File: src/rtl/cpu_halt_pkg.sv
package cpu_halt_pkg;
  localparam int NUM_OVF   = 4;
  localparam int NUM_CAUSE = NUM_OVF + 2;
  localparam int CI_DREF   = 0;
  localparam int CI_IFETCH = 1;
  localparam int CI_OVF    = 2;

  localparam int MB_CORE_RST = 0;
  localparam int MB_STEP     = 1;
  localparam int MB_EN_DREF  = 2;
  localparam int MB_EN_IFET  = 3;
  localparam int MB_WPOST    = 4;

  localparam int SB_DREF   = 3;
  localparam int SB_IFETCH = 4;
  localparam int SB_STALL  = 15;
  localparam int SB_OVF_LO = 27;
  localparam int SB_MISS   = 31;

  typedef struct packed {
    logic wpost_multi;
    logic en_ifetch;
    logic en_dref;
  } mode_t;
endpackage

File: src/rtl/halt_mode_reg.sv
module halt_mode_reg
  import cpu_halt_pkg::*;
(
  input  logic       clk_i,
  input  logic       rst_ni,
  input  logic       wr_i,
  input  logic [4:0] wdata_i,
  input  logic       wdog_i,
  output mode_t      mode_o,
  output logic       core_rst_o,
  output logic       step_o
);
  mode_t mode_q;
  logic  core_rst_q, step_q;

  always_ff @(posedge clk_i or negedge rst_ni) begin
    if (!rst_ni) begin
      mode_q     <= '0;
      core_rst_q <= 1'b0;
      step_q     <= 1'b0;
    end else begin
      core_rst_q <= wr_i & wdata_i[MB_CORE_RST];
      step_q     <= wr_i & wdata_i[MB_STEP];
      if (wr_i) begin
        mode_q.en_dref     <= wdata_i[MB_EN_DREF];
        mode_q.en_ifetch   <= wdata_i[MB_EN_IFET];
        mode_q.wpost_multi <= wdata_i[MB_WPOST];
      end
      // watchdog overrides a coincident write
      if (wdog_i) begin
        mode_q.en_dref   <= 1'b0;
        mode_q.en_ifetch <= 1'b0;
      end
    end
  end

  assign mode_o     = mode_q;
  assign core_rst_o = core_rst_q;
  assign step_o     = step_q;

  assert_wdog_clears_R6: assert property (@(posedge clk_i) disable iff (!rst_ni)
    wdog_i |=> (!mode_o.en_dref && !mode_o.en_ifetch));
endmodule

File: src/rtl/halt_cause_bank.sv
module halt_cause_bank #(
  parameter int N = 6
) (
  input  logic         clk_i,
  input  logic         rst_ni,
  input  logic [N-1:0] set_i,
  input  logic [N-1:0] clr_i,
  output logic [N-1:0] q_o
);
  logic [N-1:0] q;

  for (genvar k = 0; k < N; k++) begin : g_cause
    always_ff @(posedge clk_i or negedge rst_ni) begin
      if (!rst_ni) q[k] <= 1'b0;
      else         q[k] <= set_i[k] | (q[k] & ~clr_i[k]);
    end

    assert_set_wins_R10: assert property (@(posedge clk_i) disable iff (!rst_ni)
      set_i[k] |=> q_o[k]);
  end

  assign q_o = q;
endmodule

File: src/rtl/cpu_halt_ctrl.sv
module cpu_halt_ctrl
  import cpu_halt_pkg::*;
#(
  parameter int ADDR_W    = 16,
  parameter int PAGE_BITS = 8
) (
  input  logic              clk_i,
  input  logic              rst_ni,
  input  logic              reg_we_i,
  input  logic              reg_sel_i,
  input  logic [31:0]       reg_wdata_i,
  output logic [31:0]       reg_rdata_o,
  input  logic              ifetch_valid_i,
  input  logic [ADDR_W-1:0] ifetch_addr_i,
  input  logic              dref_valid_i,
  input  logic [ADDR_W-1:0] dref_addr_i,
  input  logic [3:0]        fifo_ovf_i,
  input  logic              fetch_stall_i,
  input  logic              blk_miss_i,
  input  logic              wdog_i,
  output logic              halt_o,
  output logic              step_o,
  output logic              core_rst_o,
  output logic              wpost_multi_o
);
  localparam int HI_W = ADDR_W - PAGE_BITS;

  mode_t                mode;
  logic                 mode_wr, stat_wr;
  logic                 dref_hit, ifetch_hit;
  logic [NUM_CAUSE-1:0] cause_set, cause_clr, cause_q;
  logic [31:0]          status_rd;

  assign mode_wr = reg_we_i & ~reg_sel_i;
  assign stat_wr = reg_we_i &  reg_sel_i;

  halt_mode_reg u_mode (
    .clk_i      (clk_i),
    .rst_ni     (rst_ni),
    .wr_i       (mode_wr),
    .wdata_i    (reg_wdata_i[4:0]),
    .wdog_i     (wdog_i),
    .mode_o     (mode),
    .core_rst_o (core_rst_o),
    .step_o     (step_o)
  );

  assign dref_hit   = mode.en_dref   & dref_valid_i
                    & (dref_addr_i[ADDR_W-1:PAGE_BITS] == HI_W'(0));
  assign ifetch_hit = mode.en_ifetch & ifetch_valid_i
                    & (ifetch_addr_i[ADDR_W-1:PAGE_BITS] == HI_W'(0));

  always_comb begin
    cause_set = '0;
    cause_set[CI_DREF]   = dref_hit;
    cause_set[CI_IFETCH] = ifetch_hit;
    cause_set[CI_OVF +: NUM_OVF] = fifo_ovf_i;
    cause_clr = '0;
    if (stat_wr) begin
      cause_clr[CI_DREF]   = reg_wdata_i[SB_DREF];
      cause_clr[CI_IFETCH] = reg_wdata_i[SB_IFETCH];
      cause_clr[CI_OVF +: NUM_OVF] = reg_wdata_i[SB_OVF_LO +: NUM_OVF];
    end
  end

  halt_cause_bank #(.N(NUM_CAUSE)) u_causes (
    .clk_i  (clk_i),
    .rst_ni (rst_ni),
    .set_i  (cause_set),
    .clr_i  (cause_clr),
    .q_o    (cause_q)
  );

  // step cycle lets the core advance; halt re-evaluates afterwards
  assign halt_o        = (|cause_q) & ~step_o;
  assign wpost_multi_o = mode.wpost_multi;

  always_comb begin
    status_rd = '0;
    status_rd[SB_MISS]   = blk_miss_i;
    status_rd[SB_OVF_LO +: NUM_OVF] = cause_q[CI_OVF +: NUM_OVF];
    status_rd[SB_STALL]  = fetch_stall_i;
    status_rd[SB_IFETCH] = cause_q[CI_IFETCH];
    status_rd[SB_DREF]   = cause_q[CI_DREF];
  end

  assign reg_rdata_o = reg_sel_i ? status_rd
                                 : {27'b0, mode.wpost_multi, mode.en_ifetch, mode.en_dref, 2'b00};

  logic unused_bits;
  assign unused_bits = ^{reg_wdata_i[31], reg_wdata_i[26:5],
                         dref_addr_i[PAGE_BITS-1:0], ifetch_addr_i[PAGE_BITS-1:0]};

  assert_core_rst_pulse_R2: assert property (@(posedge clk_i) disable iff (!rst_ni)
    core_rst_o |-> $past(reg_we_i && !reg_sel_i && reg_wdata_i[MB_CORE_RST]));

  assert_step_masks_halt_R3: assert property (@(posedge clk_i) disable iff (!rst_ni)
    step_o |-> !halt_o);

  assert_ovf_halts_R8: assert property (@(posedge clk_i) disable iff (!rst_ni)
    (|fifo_ovf_i) |=> (halt_o || step_o));

  assert_halt_release_R9: assert property (@(posedge clk_i) disable iff (!rst_ni)
    $fell(halt_o) |-> (step_o || $past(reg_we_i && reg_sel_i)));
endmodule

File: config.mk
export PLATFORM = sky130hd
export DESIGN_NAME = cpu_halt_ctrl
export DESIGN_NICKNAME = d
export VERILOG_FILES = /design/src/rtl/cpu_halt_pkg.sv /design/src/rtl/halt_mode_reg.sv /design/src/rtl/halt_cause_bank.sv /design/src/rtl/cpu_halt_ctrl.sv
export SDC_FILE = /design/constraint.sdc
export NUM_CORES = 1
export LEC_CHECK = 0
export CORE_MARGIN = 3
export CORE_UTILIZATION = 23
export DETAILED_ROUTE_END_ITERATION = 7
export PLACE_DENSITY = 0.81
export SYNTH_ARGS = -nofsm -noshare
export SYNTH_HDL_FRONTEND = slang
export SYNTH_SLANG_ARGS = --single-unit
File: constraint.sdc
create_clock -name clk_i -period 1 [get_ports clk_i]
set_input_delay 0.1 -clock clk_i [delete_from_list [all_inputs] [get_ports clk_i]]
set_output_delay 0.1 -clock clk_i [all_outputs]
set_load 0.005 [all_outputs]
==> results.md <==
* Status: finished, violations left
* Failing checks: negative setup slack
* H-tree levels at 1
* Synth Area in Compound Gates at 9.106%
* HP Class: in -> async
* Die width at 62.80 um
* Crit path arrival time at 1.25 ns
* Clock skew at 0.006123 ns
* Minimum clock period at 1.351 ns
* Final setup vio count at 6
* Clock Tree Buf Depth at 2
* IO Port Bufs at 50
* R2R Setup Slk at 0.04 ns
* Worst Setup End Kind: primary output
* Worst skew pair latency at 0.28 ns
* R2R Path End: u_causes.q_o[1]
* Largest net degree at the start of global routing at 12
* Routed Antenna Nets at 0
* Multiplexer share of the synthesized area at 7.251%
* Initial antenna violation count at 0
* GRT overflow at 0
* Final worst-path cycle share at 135.1%
* P&R area growth vs syn at 89.54%
* Via density at 3.847
* First-pass DRT Iterations at 4
* Slew Limit Fails at 0
* Leakage Power at 0.6899 nW
* Gate Count Post-Synth at 77
* Power per cell area at 833.4 nW/um^2
* Warnings, synthesis at 0
* XOR/XNOR Fraction of Synth Area at 0%
* Num CTS Buffers at 3
* Number of global-route vias before repair at 788
* Synth Register Bits at 11
* Share of layout cells above drive strength 1 at 31.29%
* Largest family of logic cells by synthesized area: buffers and inverters
* Total clock sinks at 11
* Synth cell types at 18
* Register area share after synthesis at 37.10%
* Setup_tns at -1.179 ns
* N_diodes at 0
* CP Data Required Time at 0.90 ns
* Worst vdd ir at 0.4524 mV
* Reg2reg start: u_mode.mode_o[1]
* R2R depth at 4
* Footprint of the multi-input gates at 411.6 um^2
* Simple-gate area share of the yosys netlist at 21.59%
* Storage element area at 275.3 um^2
* CTS tree: built
* Global placement routability congestion at 0.7607
* Clk root buf: clkbuf_4
* Routed wire per std cell at 11.52 um
* Max Cap Viol at 0
* Fillers at 298
* Place WS at -0.6777 ns
* Total track usage at 11.35%
* Synthesized area at 742.0 um^2
* Startpoint Class: flop
* First-pass GRT wire length at 3484 um
* IO Pins at 113
* DRC viols at 0
* Final Hold Fails at 0
* Final WS setup at -0.3511 ns
* Worst-path clk slew at 0.08 ns
* Num rows at 19
* Worst Path Max Fanout at 2
* Cts hold-fix bufs at 0
* Die area at 3943 um^2
* Drt initial violations at 20
* Die H at 62.80 um
* Synth Area per Inst at 9.636 um^2
* Initial Util at 25.58%
* Nets at 225
* Setup CP Type: reg -> out
* Max Clk Rate at 740.2 MHz
* Core area at 2900 um^2
* Via Count at 727
* Adder-Cell Fraction of Synth Area at 0%
* Unrepaired setup endpoints after global routing: yes
* Total Wirelength at 2178 um
-- sequential cells by signal, indices dropped and copies added, names as in the netlist --
| signal | flops |
|---|---|
| u_causes.q_o | 6 |
| u_mode.core_rst_o | 1 |
| u_mode.mode_o | 3 |
| u_mode.step_o | 1 |
-- final cells by class --
class | count | area share, %
clock buffers | 3 | 1.601
multi-input cells | 63 | 29.27
flip-flops and latches | 11 | 19.57
clock inverters | 1 | 0.3559
well taps | 42 | 3.737
repair buffers | 69 | 45.46
-- how the worst max path moves through the flow --
stage | cells past startpoint | start | endpoint | slack [ns]
after floorplan | 2 | dref_addr_i[13] | u_causes.q_o[0] | 0.03
after global placement | 3 | reg_sel_i | reg_rdata_o[3] | -0.66
after detailed placement | 4 | reg_sel_i | reg_rdata_o[29] | -0.68
after CTS | 4 | u_causes.q_o[1] | halt_o | -0.38
after global routing | 4 | u_causes.q_o[1] | halt_o | -0.42
final | 4 | u_causes.q_o[1] | halt_o | -0.35
-- what timing repair did --
item / 4_1_cts / 5_1_grt
gates resized for setup: 68 / 10
endpoints found under the setup margin: 24 / 14
pin swaps: 8 / 5
setup buffers: 8 / 2
-- synthesized netlist by cell type (all sizes together) --
cell / count / area share (%)
nand2: 2 / 1.0
nor2b: 2 / 2.0
a21o: 4 / 4.0
nor4: 1 / 0.84
conb: 1 / 0.51
o41ai: 2 / 4.4
mux2i: 2 / 2.7
dfrtp: 11 / 37
nand3: 8 / 5.4
or4: 2 / 3.0
and2: 8 / 6.7
nor2: 5 / 2.5
buf: 23 / 23
a21oi: 1 / 0.67
clkbuf: 2 / 1.2
mux2: 3 / 4.6
-- routing by layer --
layer | routed length [um] | vias up | track usage [%]
met3 | 210 | 4 | 3.417
met4 | 44 | 0 | 3.306
met2 | 1253 | 44 | 23.70
li1 | - | 354 | -
met5 | 0 | - | 0
met1 | 670 | 325 | 10.10
-- per-stage QoR --
| step | hold slack (ns) | power (mW) | util [%] | std cells | cell area [um^2] |
|---|---|---|---|---|---|
| 6_report | 0.1062 | 1.172 | 48.49 | 189 | 1406 |
| 5_1_grt | 0.1103 | 1.259 | 48.49 | 189 | 1406 |
| 4_1_cts | 0.1011 | 1.191 | 47.76 | 189 | 1385 |
| 3_5_place_dp | 0.4125 | 0.8468 | 44.35 | 178 | 1286 |
| 3_3_place_gp | 0.4134 | 0.8372 | 44.35 | 178 | 1286 |
| 2_1_floorplan | -0.1956 | 0.6387 | - | 99 | 824.5 |
-- logic make-up (layout without fill, tap and decap cells) --
family | count (synthesis) | after routing
simple gates | 28 | 28
other cells | 1 | 23
flops | 11 | 11
mux | 5 | 5
compound gates | 7 | 7
buf+inv | 25 | 73
-- cell usage in the layout (no fill, tap or decap), types with 5 or more instances in the layout --
master / synthesis / routed
buf_4: 23 / 14
dfrtp_1: 11 / 11
buf_2: 0 / 5
nand3_1: 8 / 7
dlygate4sd2_1: 0 / 5
clkdlybuf4s50_1: 0 / 28
conb_1: 1 / 23
nor2_1: 5 / 5
and2_1: 8 / 6
buf_6: 0 / 10
-- power by group --
group	internal [mW]	switching [mW]	total, mW	leakage (nW)
logic	0.252	0.126	0.378	0.541
registers	0.466	0.0133	0.479	0.132
clock network	0.148	0.167	0.315	0.0177
-- worst max-delay path: stages (launching register included) --
cell and delay (ns):
dfrtp_1 0.39, buf_6 0.12, nor4_4 0.25, a21oi_1 0.09, buf_2 0.13
No activity file was read; power rests on OpenSTA's default activity.
